--- config.mk ---
export PLATFORM = sky130hd
export DESIGN_NAME = spf_fifo_pair
export DESIGN_NICKNAME = d
export VERILOG_FILES = /design/src/rtl/spf_pkg.sv /design/src/rtl/spf_level_req.sv /design/src/rtl/spf_ring.sv /design/src/rtl/spf_fifo_pair.sv
export SDC_FILE = /design/constraint.sdc
export NUM_CORES = 1
export LEC_CHECK = 0
export BUFFER_PORTS_ARGS = -buffer_cell sky130_fd_sc_hd__buf_4
export CAP_MARGIN = 30
export CORE_ASPECT_RATIO = 1.25
export CORE_UTILIZATION = 25
export DETAILED_ROUTE_END_ITERATION = 12
export GPL_TIMING_DRIVEN = 0
export PLACE_DENSITY_LB_ADDON = 0.08
export SYNTH_ARGS = -nofsm -noshare
export SYNTH_HDL_FRONTEND = slang
export SYNTH_SLANG_ARGS = --single-unit
--- constraint.sdc ---
create_clock -name clk -period 5.5 [get_ports clk]
set_clock_uncertainty 0.15 [all_clocks]
set_input_delay 0.825 -clock clk [delete_from_list [all_inputs] [get_ports clk]]
set_output_delay 0.825 -clock clk [all_outputs]
set_load 0.03 [all_outputs]
--- src/rtl/spf_pkg.sv ---
`timescale 1ns/1ps
package spf_pkg;

   // bytes moved by one bus access, clipped to the bus width
   function automatic int spf_bytes(input logic [1:0] sz, input int max_bytes);
      int n;
      n = (sz == 2'd0) ? 1 : (sz == 2'd1) ? 2 : 4;
      return (n > max_bytes) ? max_bytes : n;
   endfunction

   // slots needed before a request is raised, per level code
   function automatic int spf_need(input logic [1:0] code, input int depth);
      case (code)
         2'd0:    return 1;
         2'd1:    return 2;
         2'd2:    return 4;
         default: return depth;
      endcase
   endfunction

endpackage

--- src/rtl/spf_level_req.sv ---
`timescale 1ns/1ps
module spf_level_req #(
   parameter int DEPTH = 8,
   parameter int CW    = $clog2(DEPTH + 1)
) (
   input  logic [CW-1:0] level,
   input  logic [1:0]    sel,
   output logic          req
);
   logic [CW-1:0] need;

   assign need = CW'(spf_pkg::spf_need(sel, DEPTH));
   assign req  = (level >= need);
endmodule

--- src/rtl/spf_ring.sv ---
`timescale 1ns/1ps
module spf_ring #(
   parameter int DEPTH    = 8,
   parameter int BW       = 8,
   parameter int PUSH_MAX = 1,
   parameter int POP_MAX  = 1,
   localparam int PW      = $clog2(DEPTH),
   localparam int CW      = $clog2(DEPTH + 1),
   localparam int PNW     = $clog2(PUSH_MAX + 1),
   localparam int QNW     = $clog2(POP_MAX + 1)
) (
   input  logic                   clk,
   input  logic                   rst_n,
   input  logic                   flush,
   input  logic                   push_en,
   input  logic [PNW-1:0]         push_n,
   input  logic [PUSH_MAX*BW-1:0] push_data,
   input  logic                   pop_en,
   input  logic [QNW-1:0]         pop_n,
   output logic [POP_MAX*BW-1:0]  peek_data,
   output logic [PW-1:0]          rptr,
   output logic [PW-1:0]          wptr,
   output logic [CW-1:0]          cnt
);
   logic [BW-1:0] mem [DEPTH];
   logic [CW-1:0] add_n, sub_n;

   assign add_n = push_en ? CW'(push_n) : '0;
   assign sub_n = pop_en  ? CW'(pop_n)  : '0;

   always_ff @(posedge clk or negedge rst_n) begin
      if (!rst_n) begin
         rptr <= '0;
         wptr <= '0;
         cnt  <= '0;
         for (int i = 0; i < DEPTH; i++) mem[i] <= '0;
      end else if (flush) begin
         rptr <= '0;
         wptr <= '0;
         cnt  <= '0;
      end else begin
         if (push_en) begin
            for (int i = 0; i < PUSH_MAX; i++)
               if (i < int'(push_n)) mem[wptr + PW'(i)] <= push_data[i*BW +: BW];
            wptr <= wptr + PW'(push_n);
         end
         if (pop_en) rptr <= rptr + PW'(pop_n);
         cnt <= cnt + add_n - sub_n;
      end
   end

   for (genvar j = 0; j < POP_MAX; j++) begin : g_peek
      assign peek_data[j*BW +: BW] = mem[rptr + PW'(j)];
   end

   assert_no_overflow_R9: assert property (@(posedge clk) disable iff (!rst_n)
      push_en |-> (int'(cnt) + int'(push_n) <= DEPTH));
   assert_no_underflow_R11: assert property (@(posedge clk) disable iff (!rst_n)
      pop_en |-> (int'(cnt) >= int'(pop_n)));
   assert_flush_clears_R8: assert property (@(posedge clk) disable iff (!rst_n)
      flush |=> (cnt == '0 && rptr == wptr));
   assert_count_hold_R12: assert property (@(posedge clk) disable iff (!rst_n)
      (push_en && pop_en && !flush && int'(push_n) == int'(pop_n)) |=> $stable(cnt));
endmodule

--- src/rtl/spf_fifo_pair.sv ---
`timescale 1ns/1ps
module spf_fifo_pair #(
   parameter int DEPTH     = 8,
   parameter int BW        = 8,
   parameter int BUS_BYTES = 4,
   parameter int STAT_W    = 4,
   localparam int BUS_W    = BUS_BYTES * BW,
   localparam int PW       = $clog2(DEPTH),
   localparam int CW       = $clog2(DEPTH + 1),
   localparam int NW       = $clog2(BUS_BYTES + 1)
) (
   input  logic              clk,
   input  logic              rst_n,
   input  logic              acc_valid,
   input  logic              acc_write,
   input  logic              acc_rx_side,
   input  logic [1:0]        acc_size,
   input  logic [BUS_W-1:0]  acc_wdata,
   output logic [BUS_W-1:0]  acc_rdata,
   input  logic              eng_rx_valid,
   input  logic [BW-1:0]     eng_rx_byte,
   input  logic              eng_tx_take,
   output logic [BW-1:0]     eng_tx_byte,
   output logic              eng_tx_ready,
   input  logic              tx_flush,
   input  logic              rx_flush,
   input  logic [1:0]        tx_level_sel,
   input  logic [1:0]        rx_level_sel,
   input  logic              dma_en,
   output logic              tx_req,
   output logic              rx_req,
   output logic              tx_dma_req,
   output logic              rx_dma_req,
   output logic              tx_ovr_evt,
   output logic              rx_ovr_evt,
   output logic              tx_ill_evt,
   output logic              rx_ill_evt,
   output logic [STAT_W-1:0] tx_rd_ptr,
   output logic [STAT_W-1:0] tx_wr_ptr,
   output logic [STAT_W-1:0] tx_count,
   output logic [STAT_W-1:0] rx_rd_ptr,
   output logic [STAT_W-1:0] rx_wr_ptr,
   output logic [STAT_W-1:0] rx_count
);
   if ((DEPTH & (DEPTH - 1)) != 0 || DEPTH < 4) begin : g_bad_depth
      $error("DEPTH must be a power of two and at least 4");
   end
   if (!(BUS_BYTES == 1 || BUS_BYTES == 2 || BUS_BYTES == 4) || DEPTH < BUS_BYTES) begin : g_bad_bus
      $error("BUS_BYTES must be 1, 2 or 4 and no larger than DEPTH");
   end
   if (DEPTH >= (1 << STAT_W)) begin : g_bad_stat
      $error("STAT_W too narrow for the count");
   end

   localparam logic [CW-1:0] FULL = CW'(DEPTH);

   logic [NW-1:0]    acc_n;
   logic [PW-1:0]    tx_rptr, tx_wptr, rx_rptr, rx_wptr;
   logic [CW-1:0]    tx_cnt, rx_cnt, tx_free;
   logic [BW-1:0]    tx_peek;
   logic [BUS_W-1:0] rx_peek;
   logic wr_tx, rd_tx, wr_rx, rd_rx, tx_fit, rx_have;
   logic tx_push_en, tx_pop_en, rx_push_en, rx_pop_en;
   logic tx_ovr_d, rx_ovr_d, tx_ill_d, rx_ill_d;

   assign acc_n   = NW'(spf_pkg::spf_bytes(acc_size, BUS_BYTES));
   assign tx_free = FULL - tx_cnt;
   assign wr_tx   = acc_valid &  acc_write & ~acc_rx_side;
   assign rd_tx   = acc_valid & ~acc_write & ~acc_rx_side;
   assign wr_rx   = acc_valid &  acc_write &  acc_rx_side;
   assign rd_rx   = acc_valid & ~acc_write &  acc_rx_side;
   assign tx_fit  = CW'(acc_n) <= tx_free;
   assign rx_have = rx_cnt >= CW'(acc_n);

   // transmit side: bus pushes, engine pops one byte
   assign tx_push_en = wr_tx & tx_fit & ~tx_flush;
   assign tx_ovr_d   = wr_tx & ~tx_fit & ~tx_flush;
   assign tx_ill_d   = rd_tx & ~tx_flush;
   assign tx_pop_en  = eng_tx_take & (tx_cnt != '0) & ~tx_flush;

   // receive side: engine pushes one byte, bus pops
   assign rx_push_en = eng_rx_valid & (rx_cnt != FULL) & ~rx_flush;
   assign rx_ovr_d   = eng_rx_valid & (rx_cnt == FULL) & ~rx_flush;
   assign rx_pop_en  = rd_rx & rx_have & ~rx_flush;
   assign rx_ill_d   = ((rd_rx & ~rx_have) | wr_rx) & ~rx_flush;

   spf_ring #(.DEPTH(DEPTH), .BW(BW), .PUSH_MAX(BUS_BYTES), .POP_MAX(1)) u_tx_ring (
      .clk(clk), .rst_n(rst_n), .flush(tx_flush),
      .push_en(tx_push_en), .push_n(acc_n), .push_data(acc_wdata),
      .pop_en(tx_pop_en), .pop_n(1'b1), .peek_data(tx_peek),
      .rptr(tx_rptr), .wptr(tx_wptr), .cnt(tx_cnt));

   spf_ring #(.DEPTH(DEPTH), .BW(BW), .PUSH_MAX(1), .POP_MAX(BUS_BYTES)) u_rx_ring (
      .clk(clk), .rst_n(rst_n), .flush(rx_flush),
      .push_en(rx_push_en), .push_n(1'b1), .push_data(eng_rx_byte),
      .pop_en(rx_pop_en), .pop_n(acc_n), .peek_data(rx_peek),
      .rptr(rx_rptr), .wptr(rx_wptr), .cnt(rx_cnt));

   spf_level_req #(.DEPTH(DEPTH), .CW(CW)) u_tx_level (
      .level(tx_free), .sel(tx_level_sel), .req(tx_req));
   spf_level_req #(.DEPTH(DEPTH), .CW(CW)) u_rx_level (
      .level(rx_cnt), .sel(rx_level_sel), .req(rx_req));

   for (genvar k = 0; k < BUS_BYTES; k++) begin : g_lane
      assign acc_rdata[k*BW +: BW] = (rx_pop_en && (NW'(k) < acc_n)) ? rx_peek[k*BW +: BW] : '0;
   end

   assign eng_tx_byte  = tx_peek;
   assign eng_tx_ready = (tx_cnt != '0);
   assign tx_dma_req   = tx_req & dma_en;
   assign rx_dma_req   = rx_req & dma_en;

   always_ff @(posedge clk or negedge rst_n) begin
      if (!rst_n) begin
         tx_ovr_evt <= 1'b0;
         rx_ovr_evt <= 1'b0;
         tx_ill_evt <= 1'b0;
         rx_ill_evt <= 1'b0;
      end else begin
         tx_ovr_evt <= tx_ovr_d;
         rx_ovr_evt <= rx_ovr_d;
         tx_ill_evt <= tx_ill_d;
         rx_ill_evt <= rx_ill_d;
      end
   end

   assign tx_rd_ptr = STAT_W'(tx_rptr);
   assign tx_wr_ptr = STAT_W'(tx_wptr);
   assign tx_count  = STAT_W'(tx_cnt);
   assign rx_rd_ptr = STAT_W'(rx_rptr);
   assign rx_wr_ptr = STAT_W'(rx_wptr);
   assign rx_count  = STAT_W'(rx_cnt);

   assert_ovr_after_write_R9: assert property (@(posedge clk) disable iff (!rst_n)
      tx_ovr_evt |-> $past(acc_valid && acc_write && !acc_rx_side));
   assert_rx_ovr_when_full_R10: assert property (@(posedge clk) disable iff (!rst_n)
      rx_ovr_evt |-> ($past(rx_cnt) == FULL));
   assert_rx_full_req_R4: assert property (@(posedge clk) disable iff (!rst_n)
      (rx_cnt == FULL) |-> rx_req);
   assert_tx_empty_req_R5: assert property (@(posedge clk) disable iff (!rst_n)
      (tx_cnt == '0) |-> tx_req);
endmodule

==> out/qor.txt, run 1 <==
status: completed
vias in the first global route: 9970
IO Port Bufs: 98
top-area cell type share of the netlist area: 0.313
CTS tree: built
# hold bufs at CTS: 0
Area Growth Syn to Fin: 19.1%
# DRC: 0
Cell Pwr Density: 389 nW/um^2
top cells by area, synth: dfrtp_1 31%, mux4_2 13%, mux2_2 11%
final worst slack: 0.474 ns
Non-Filler Instances: 1868
gr usage total: 0.206
register area share after synthesis: 0.313
Die W: 199 um
Slew headroom: 0.145
minimum clock period: 5.03 ns
Worst Hold Slack: 0.122 ns
max frequency: 0.199 GHz
CTS buffer count: 17
Max H-tree Level: 4
routability cong.: 0.850
die area: 49500 um^2
FF-to-FF End: u_tx_ring.cnt[3]$_DFF_PN0_
Max Slew Vio Count: 0
final core occ: 0.304
RR Startpoint: u_tx_ring.cnt[0]$_DFF_PN0_
fin crit share: 0.914
Die Height: 248 um
Yosys reg bits: 152
Routed WL: 49.6 mm
GRT overflow: 0
worst setup path endpoint: acc_rdata[29]
Post-CTS Setup Repair Bufs: 0
pre-CTS setup slack: -0.0574 ns
ANT cells: 0
fin nets: 1308
post-synth top area cell: dfrtp_1
Clock Tree Root: clkbuf_16
Hold Violations, Final: 0
Max Buffers Root-to-Sink: 2
layout cell share with drive strength beyond 1: 0.353
core area: 47500 um^2
crit path max fanout: 10
Design Area, Final: 14500 um^2
global-route wire length before repair: 72.1 mm
Avg WL per Cell: 26.6 um
placed cell area: 13800 um^2
ys async rst share: 1.00
YS warnings: 0
DR vias/cell: 5.14
crit path capture type: output port
initial antenna violation count: 1
Slew @ Worst Pin: 1.28 ns
DR pass1 iterations: 5
clk sinks: 152
CP required: 4.53 ns
Worst-Skew Late Latency: 0.47 ns
HP Class: input pin to asynchronous set/reset pin
R2R Setup Slk: 1.40 ns
average size of a mapped cell: 11.1 um^2
Post-synth EDFFs: 0
largest net degree at the start of global routing: 105
Routed Antenna Nets: 0
Reg2Reg Depth: 17
RSZ-0062 raised after global routing: false
Setup-failing EPs final: 0
clock slew at reported path FFs: 0.07 ns
placed cells: 1835
P_leak: 6.23 nW
ys flop type: dfrtp_1
IO Count: 129
Detailed Place HPWL: 36.0 mm
Starting Density: 0.255
commonest non-fill, non-tap cell in the layout: dfrtp_1
# Max-Cap Violations: 0
cell row count: 89
Netlist Area Pre-Place: 12100 um^2
Synth Instances: 1090
Worst setup startpoint: acc_size[1]
WP data arrival: 4.05 ns
Starting DRT DRC Count: 529
Critical Path Source Type: input pin
synth unique cells: 67
most frequent cells in the layout: 152 x dfrtp_1, 114 x mux2_2, 107 x buf_4, 99 x nand2_1, 81 x mux2i_1
via count: 9598
critical setup path kind: input pin to output port
VDD IR max: 209 uV
per-layer routing:
metal	vias up	routed length, um	track usage
met5	-	17	0
met4	2	913	0.0638
met3	54	1700	0.0263
met2	254	27000	0.387
met1	4918	20000	0.239
li1	4370	-	-
worst max-delay path: stages:
cell and delay (ns):
buf_4 0.09, buf_2 0.22, clkbuf_2 0.31, clkbuf_2 0.34, inv_1 0.13, ha_1 0.32, a211oi_1 0.35, a21oi_1 0.15
and2_1 0.20, nand2_1 0.36, buf_2 0.42, nor2_1 0.13, buf_4 0.19
state kept, by name, summed over array words and instances, names as in the netlist:
name / flops
u_rx_ring.mem: 64
u_tx_ring.mem: 64
u_rx_ring.cnt: 4
u_tx_ring.cnt: 4
u_rx_ring.rptr: 3
u_rx_ring.wptr: 3
u_tx_ring.rptr: 3
u_tx_ring.wptr: 3
rx_ill_evt: 1
rx_ovr_evt: 1
tx_ill_evt: 1
tx_ovr_evt: 1
logic make-up (layout without fill, tap and decap cells):
family	Yosys count	after routing	share of synthesized area
AO/OA/AOI/OAI	182	182	0.123
XOR/XNOR	23	23	0.0200
adder cells (fa/ha/maj)	36	36	0.0380
buffers and inverters	127	265	0.0504
flip-flops	152	152	0.313
multiplexers	289	289	0.333
other	1	4	0.000309
AND/OR/NAND/NOR	280	280	0.122
per-stage QoR:
step | setup TNS (ns) | total power [W]
6_report | 0 | 0.00562
5_1_grt | 0 | 0.00597
4_1_cts | 0 | 0.00570
3_5_place_dp | -0.262 | 0.00431
3_3_place_gp | -0.444 | 0.00429
2_1_floorplan | 0 | 0.00351
worst min path at each step:
stage	to	slack (ns)	cells past startpoint
2_1_floorplan	u_tx_ring.mem[15]$_DFFE_PN0P_	0.32	1
3_3_place_gp	u_tx_ring.mem[15]$_DFFE_PN0P_	0.35	1
3_5_place_dp	u_tx_ring.mem[55]$_DFFE_PN0P_	0.36	1
4_1_cts	u_tx_ring.mem[7]$_DFFE_PN0P_	0.13	1
5_1_grt	u_tx_ring.mem[7]$_DFFE_PN0P_	0.15	1
6_report	u_tx_ring.mem[63]$_DFFE_PN0P_	0.12	1
cell usage after synthesis (all sizes together) (2+ instances only):
master	number
o211ai	3
nand2b	11
and3	42
nand2	100
mux2i	81
mux2	136
a21o	7
ha	32
clkbuf	35
nand3	13
nor3	23
xor2	12
o21a	47
and3b	5
nor2b	5
mux4	72
buf	71
nand3b	4
a221o	61
dfrtp	152
a21oi	26
o21ai	2
a22oi	5
and2	13
fa	2
inv	20
and2b	2
nor3b	7
a211oi	22
xnor2	11
nor2	49
o21bai	3
a221oi	2
nor4b	2
maj3	2
area by class of cell:
class                      count  area (um^2)
fill                        4968        33100
multi-input combinational    814         7750
clock inverter                15          216
timing repair buffer         106          846
clock buffer                  17          425
buffer                       106          544
inverter                      21         80.1
tap                          637          797
sequential                   152         3800
repair_timing:
action,in CTS,in global routing
setup endpoints to repair,12,9
gates cloned,0,0
resized for setup,5,4
power breakdown:
part	leakage (nW)	switching [W]	internal, W
registers	2.00	0.000331	0.00145
logic	3.92	0.00121	0.00127
clock network	0.307	0.000584	0.000770
total	6.23	0.00213	0.00349
Power figures use the tool's default switching activity.
==> run 2, diff against run 1 <==
==> constraint.sdc (replaced) <==
create_clock -name clk -period 5.5 [get_ports clk]
set_clock_uncertainty 0.15 [all_clocks]
set_input_delay 1.1 -clock clk [delete_from_list [all_inputs] [get_ports clk]]
set_output_delay 1.1 -clock clk [all_outputs]
set_load 0.03 [all_outputs]
==> out/qor.txt, run 2 (same netlist as run 1, synthesis figures left out) <==
status: completed
max frequency: 0.191 GHz (-3.8%)
Routed Antenna Nets: 0 (unchanged)
CP required: 4.25 ns (-0.28 ns)
IO Port Bufs: 98 (unchanged)
critical setup path kind: register to output port
via count: 9611 (+0.14%)
Starting Density: 0.255 (unchanged)
RSZ-0062 raised after global routing: false
Hold Path End: u_tx_ring.mem[55]$_DFFE_PN0P_
cell row count: 89 (unchanged)
# DRC: 0 (unchanged)
Reg area: 3800 um^2 (unchanged)
largest net degree at the start of global routing: 105 (unchanged)
clk sinks: 152 (unchanged)
multi-input logic area: 7760 um^2 (about the same)
gr usage total: 0.206 (unchanged)
CTS tree: built
WP data arrival: 3.97 ns (-0.08 ns)
Slew @ Worst Pin: 1.23 ns (-0.0547 ns)
FF-to-FF End: u_tx_ring.cnt[3]$_DFF_PN0_
fin nets: 1308 (unchanged)
Critical Path Source Type: register
crit path capture type: output port
# hold bufs at CTS: 0 (unchanged)
pre-CTS setup slack: -0.607 ns (-0.550 ns)
# Max-Cap Violations: 0 (unchanged)
Worst Hold Depth: 1
P_leak: 6.24 nW (about the same)
ANT cells: 0 (unchanged)
final worst slack: 0.276 ns (-0.198 ns)
GRT overflow: 0 (unchanged)
crit path max fanout: 10 (unchanged)
routability cong.: 0.850 (unchanged)
initial antenna violation count: 1 (unchanged)
Starting DRT DRC Count: 496 (-6.2%)
Routed WL: 49.5 mm (-0.27%)
most frequent cells in the layout: 152 x dfrtp_1, 114 x mux2_2, 108 x buf_4, 98 x nand2_1, 81 x mux2i_1
Die Height: 248 um (unchanged)
vias in the first global route: 9979 (+0.090%)
Area Growth Syn to Fin: 19.2% (about the same)
Max Buffers Root-to-Sink: 2 (unchanged)
Die W: 199 um (unchanged)
Cell Pwr Density: 388 nW/um^2 (about the same)
DR pass1 iterations: 5 (unchanged)
Max H-tree Level: 4 (unchanged)
Setup-failing EPs final: 0 (unchanged)
VDD IR max: 210 uV (+0.53%)
DR vias/cell: 5.15 (+0.14%)
minimum clock period: 5.22 ns (+0.198 ns)
Detailed Place HPWL: 36.0 mm (unchanged)
layout cell share with drive strength beyond 1: 0.354 (+0.00162)
R2R Setup Slk: 1.40 ns (about the same)
Worst-Skew Late Latency: 0.47 ns (about the same)
Avg WL per Cell: 26.5 um (-0.27%)
filler cell count: 4966 (-0.040%)
Post-Route Setup TNS: 0 ns (unchanged)
total power: 0.00562 W (about the same)
Slew headroom: 0.181 (+0.0365)
RR Startpoint: u_tx_ring.cnt[0]$_DFF_PN0_
CTS buffer count: 17 (unchanged)
placed cells: 1835 (unchanged)
biggest regs: u_rx_ring.mem x64, u_tx_ring.mem x64
Max Slew Vio Count: 0 (unchanged)
die area: 49500 um^2 (unchanged)
HP Class: register to register
core area: 47500 um^2 (unchanged)
IO Count: 129 (unchanged)
Post-CTS Setup Repair Bufs: 0 (unchanged)
Worst Hold Slack: 0.376 ns (+0.254 ns)
Clock Tree Root: clkbuf_16
min-delay src: u_tx_ring.mem[55]$_DFFE_PN0P_
Hold Violations, Final: 0 (unchanged)
fin crit share: 0.950 (+0.0360)
Reg2Reg Depth: 17 (unchanged)
clock slew at reported path FFs: 0.07 ns (about the same)
global-route wire length before repair: 72.1 mm (about the same)
commonest non-fill, non-tap cell in the layout: dfrtp_1
Non-Filler Instances: 1868 (unchanged)
## run 2: power by group
group          switching, W  internal (W)
logic               0.00121       0.00127
clock network      0.000585      0.000770
registers          0.000329       0.00145
total               0.00212       0.00350
## run 2: routing by layer
layer	share of wire	track usage	up-vias
met2	0.54	0.387	289
met3	0.039	0.0263	64
met5	0.00034	0	-
li1	-	-	4371
met1	0.40	0.238	4885
met4	0.021	0.0656	2
## run 2: worst max-delay path, stage by stage (launching register included)
cell and delay (ns):
dfrtp_1 0.43, clkbuf_2 0.34, clkinv_2 0.27, clkbuf_1 0.36
ha_1 0.32, xnor2_2 0.49, buf_2 0.47, mux4_2 0.36
mux2i_1 0.20, nor2_1 0.09, buf_4 0.17
## run 2: stage by stage
step | utilization | cell area (um^2)
after floorplan | - | 12200
after global placement | 0.288 | 13700
after detailed placement | 0.290 | 13800
after CTS | 0.304 | 14500
after global routing | 0.304 | 14500
final | 0.304 | 14500
## run 2: what timing repair did
item                       CTS  global route
resized for setup            9             4
cloned                       0             0
setup endpoints to repair   32            17
## run 2: worst max path at each step
stage | from | to | slack [ns]
2_1_floorplan | acc_size[1] | acc_rdata[22] | 0.76
3_3_place_gp | acc_size[1] | acc_rdata[29] | -0.64
3_5_place_dp | acc_size[1] | acc_rdata[31] | -0.61
4_1_cts | acc_size[1] | acc_rdata[31] | 0.14
5_1_grt | acc_size[1] | acc_rdata[29] | 0.02
6_report | u_rx_ring.rptr[1]$_DFFE_PN0P_ | acc_rdata[24] | 0.28
## run 2: final cells by class
type,instances,share of cell area
Multi-Input combinational cell,814,0.536
Sequential cell,152,0.263
Timing Repair Buffer,106,0.0584
Tap cell,637,0.0551
Buffer,106,0.0379
Clock buffer,17,0.0294
Clock inverter,15,0.0150
Inverter,21,0.00553
==> run 3, diff against run 2 <==
==> constraint.sdc (replaced) <==
create_clock -name clk -period 5.6 [get_ports clk]
set_clock_uncertainty 0.15 [all_clocks]
set_input_delay 1.12 -clock clk [delete_from_list [all_inputs] [get_ports clk]]
set_output_delay 1.12 -clock clk [all_outputs]
set_load 0.03 [all_outputs]
==> out/qor.txt, run 3 (same netlist as run 1, synthesis figures left out) <==
Routed Antenna Nets: 0 (unchanged)
CTS tree: built
Max Slew Vio Count: 0 (unchanged)
ANT cells: 0 (unchanged)
Die W: 199 um (unchanged)
crit path capture type: output port
placed cells: 1835 (unchanged)
P_leak: 6.23 nW (about the same)
largest net degree at the start of global routing: 105 (unchanged)
status: completed
Slew @ Worst Pin: 1.26 ns (+0.0353 ns)
clock slew at reported path FFs: 0.07 ns (about the same)
CP cell instances: buf_4 -> buf_2 -> clkbuf_2 -> clkbuf_4 -> inv_1 -> ha_1 -> a211oi_1 -> a21oi_1 -> and2_1 -> nand2_2 -> buf_4 -> nor2_1 -> buf_4
CP required: 4.33 ns (+0.08 ns)
minimum clock period: 5.26 ns
IO Port Bufs: 98 (unchanged)
Critical Path Source Type: input pin
IO Count: 129 (unchanged)
Routed WL: 49.6 mm (+0.16%)
via count: 9622 (+0.11%)
GRT overflow: 0 (unchanged)
gr usage total: 0.206 (about the same)
# Max-Cap Violations: 0 (unchanged)
Max H-tree Level: 4 (unchanged)
routability cong.: 0.850 (unchanged)
critical path's slowest cell: a211oi_1
Cell Pwr Density: 382 nW/um^2 (-1.7%)
Slew headroom: 0.158 (-0.0235)
Die Height: 248 um (unchanged)
top cell family by delay on the critical path: buffers and inverters
RSZ-0062 raised after global routing: false
Hold Violations, Final: 0 (unchanged)
Worst path max stage delay: 0.35 ns (-0.14 ns)
global-route wire length before repair: 72.1 mm (about the same)
Worst Hold Slack: 0.376 ns (-0.00000800 ns)
clk sinks: 152 (unchanged)
layout cell share with drive strength beyond 1: 0.353 (-0.000812)
die area: 49500 um^2 (unchanged)
Detailed Place HPWL: 36.0 mm (unchanged)
Clock Tree Root: clkbuf_16
critical setup path kind: input pin to output port
WP data arrival: 3.99 ns (+0.02 ns)
Area Growth Syn to Fin: 19.2% (about the same)
Setup-failing EPs final: 0 (unchanged)
fin nets: 1308 (unchanged)
# hold bufs at CTS: 0 (unchanged)
commonest non-fill, non-tap cell in the layout: dfrtp_1
most frequent cells in the layout: 152 x dfrtp_1, 114 x mux2_2, 108 x buf_4, 98 x nand2_1, 81 x mux2i_1
vias in the first global route: 9977 (-0.020%)
CP bufs+invs: 7 (+2)
initial antenna violation count: 1 (unchanged)
DR vias/cell: 5.15 (+0.11%)
core area: 47500 um^2 (unchanged)
cell row count: 89 (unchanged)
VDD IR max: 206 uV (-2.1%)
# DRC: 0 (unchanged)
Starting DRT DRC Count: 483 (-2.6%)
Non-Filler Instances: 1868 (unchanged)
max frequency: 0.190 GHz
biggest regs: u_rx_ring.mem x64, u_tx_ring.mem x64
HP Class: register to register
crit path max fanout: 10 (unchanged)
Worst-Skew Late Latency: 0.47 ns (about the same)
Max Buffers Root-to-Sink: 2 (unchanged)
Starting Density: 0.255 (unchanged)
Most common cell on crit path: buf_4
CTS buffer count: 17 (unchanged)
Avg WL per Cell: 26.5 um (+0.16%)
DR pass1 iterations: 5 (unchanged)
fin crit share: 0.938
run 3: cell types whose count changed in the layout (fill, tap and decap cells not counted):
cell / delta
a211oi_1: +1
a211oi_2: -1
buf_2: -1
clkbuf_2: +1
run 3: worst paths after layout:
kind,end,start,depth (start not counted),slack (ns)
worst max-delay path,acc_rdata[29],acc_size[1],13,0.34
worst min register to register,u_tx_ring.mem[55]$_DFFE_PN0P_,u_tx_ring.mem[55]$_DFFE_PN0P_,1,0.38
worst min-delay path,u_tx_ring.mem[55]$_DFFE_PN0P_,u_tx_ring.mem[55]$_DFFE_PN0P_,1,0.38
worst max register to register,u_tx_ring.cnt[3]$_DFF_PN0_,u_tx_ring.cnt[0]$_DFF_PN0_,17,1.49
max in group asynchronous,u_rx_ring.mem[56]$_DFFE_PN0P_,rst_n,2,3.94
min in group asynchronous,u_tx_ring.mem[63]$_DFFE_PN0P_,rst_n,1,0.41
run 3: repair_timing:
action	in CTS	in global routing
resized for setup	8	3
buffers inserted	0	0
setup endpoints to repair	29	10
run 3: layer usage:
metal  up-vias  GRT usage  share of wire
met5         -          0        0.00034
met4         2     0.0656          0.020
met3        56     0.0263          0.036
met2       279      0.387           0.54
met1      4913      0.238           0.40
li1       4372          -              -
run 3: area by class of cell:
cell class / count / area, um^2
clock buffers: 17 / 425
inverters: 21 / 80.1
well taps: 637 / 797
plain buffers: 106 / 549
clock inverters: 15 / 216
repair buffers: 106 / 846
fillers: 4967 / 33100
flip-flops and latches: 152 / 3800
multi-input cells: 814 / 7750
run 3: power breakdown:
group	total [W]	switching [W]	internal, W
clock network	0.00133	0.000575	0.000757
registers	0.00175	0.000324	0.00143
logic	0.00244	0.00119	0.00125
run 3: through the flow:
| step | cell area, um^2 | setup TNS [ns] | utilization | setup WS [ns] | power (W) |
|---|---|---|---|---|---|
| global placement | 13700 | -7.40 | 0.288 | -0.577 | 0.00421 |
| finish | 14500 | 0 | 0.304 | 0.345 | 0.00552 |
| floorplan | 12200 | 0 | - | 0.817 | 0.00345 |
| detailed placement | 13800 | -7.64 | 0.290 | -0.547 | 0.00423 |
| CTS | 14500 | 0 | 0.304 | 0.0511 | 0.00559 |
| global route | 14500 | 0 | 0.304 | 0.0473 | 0.00587 |
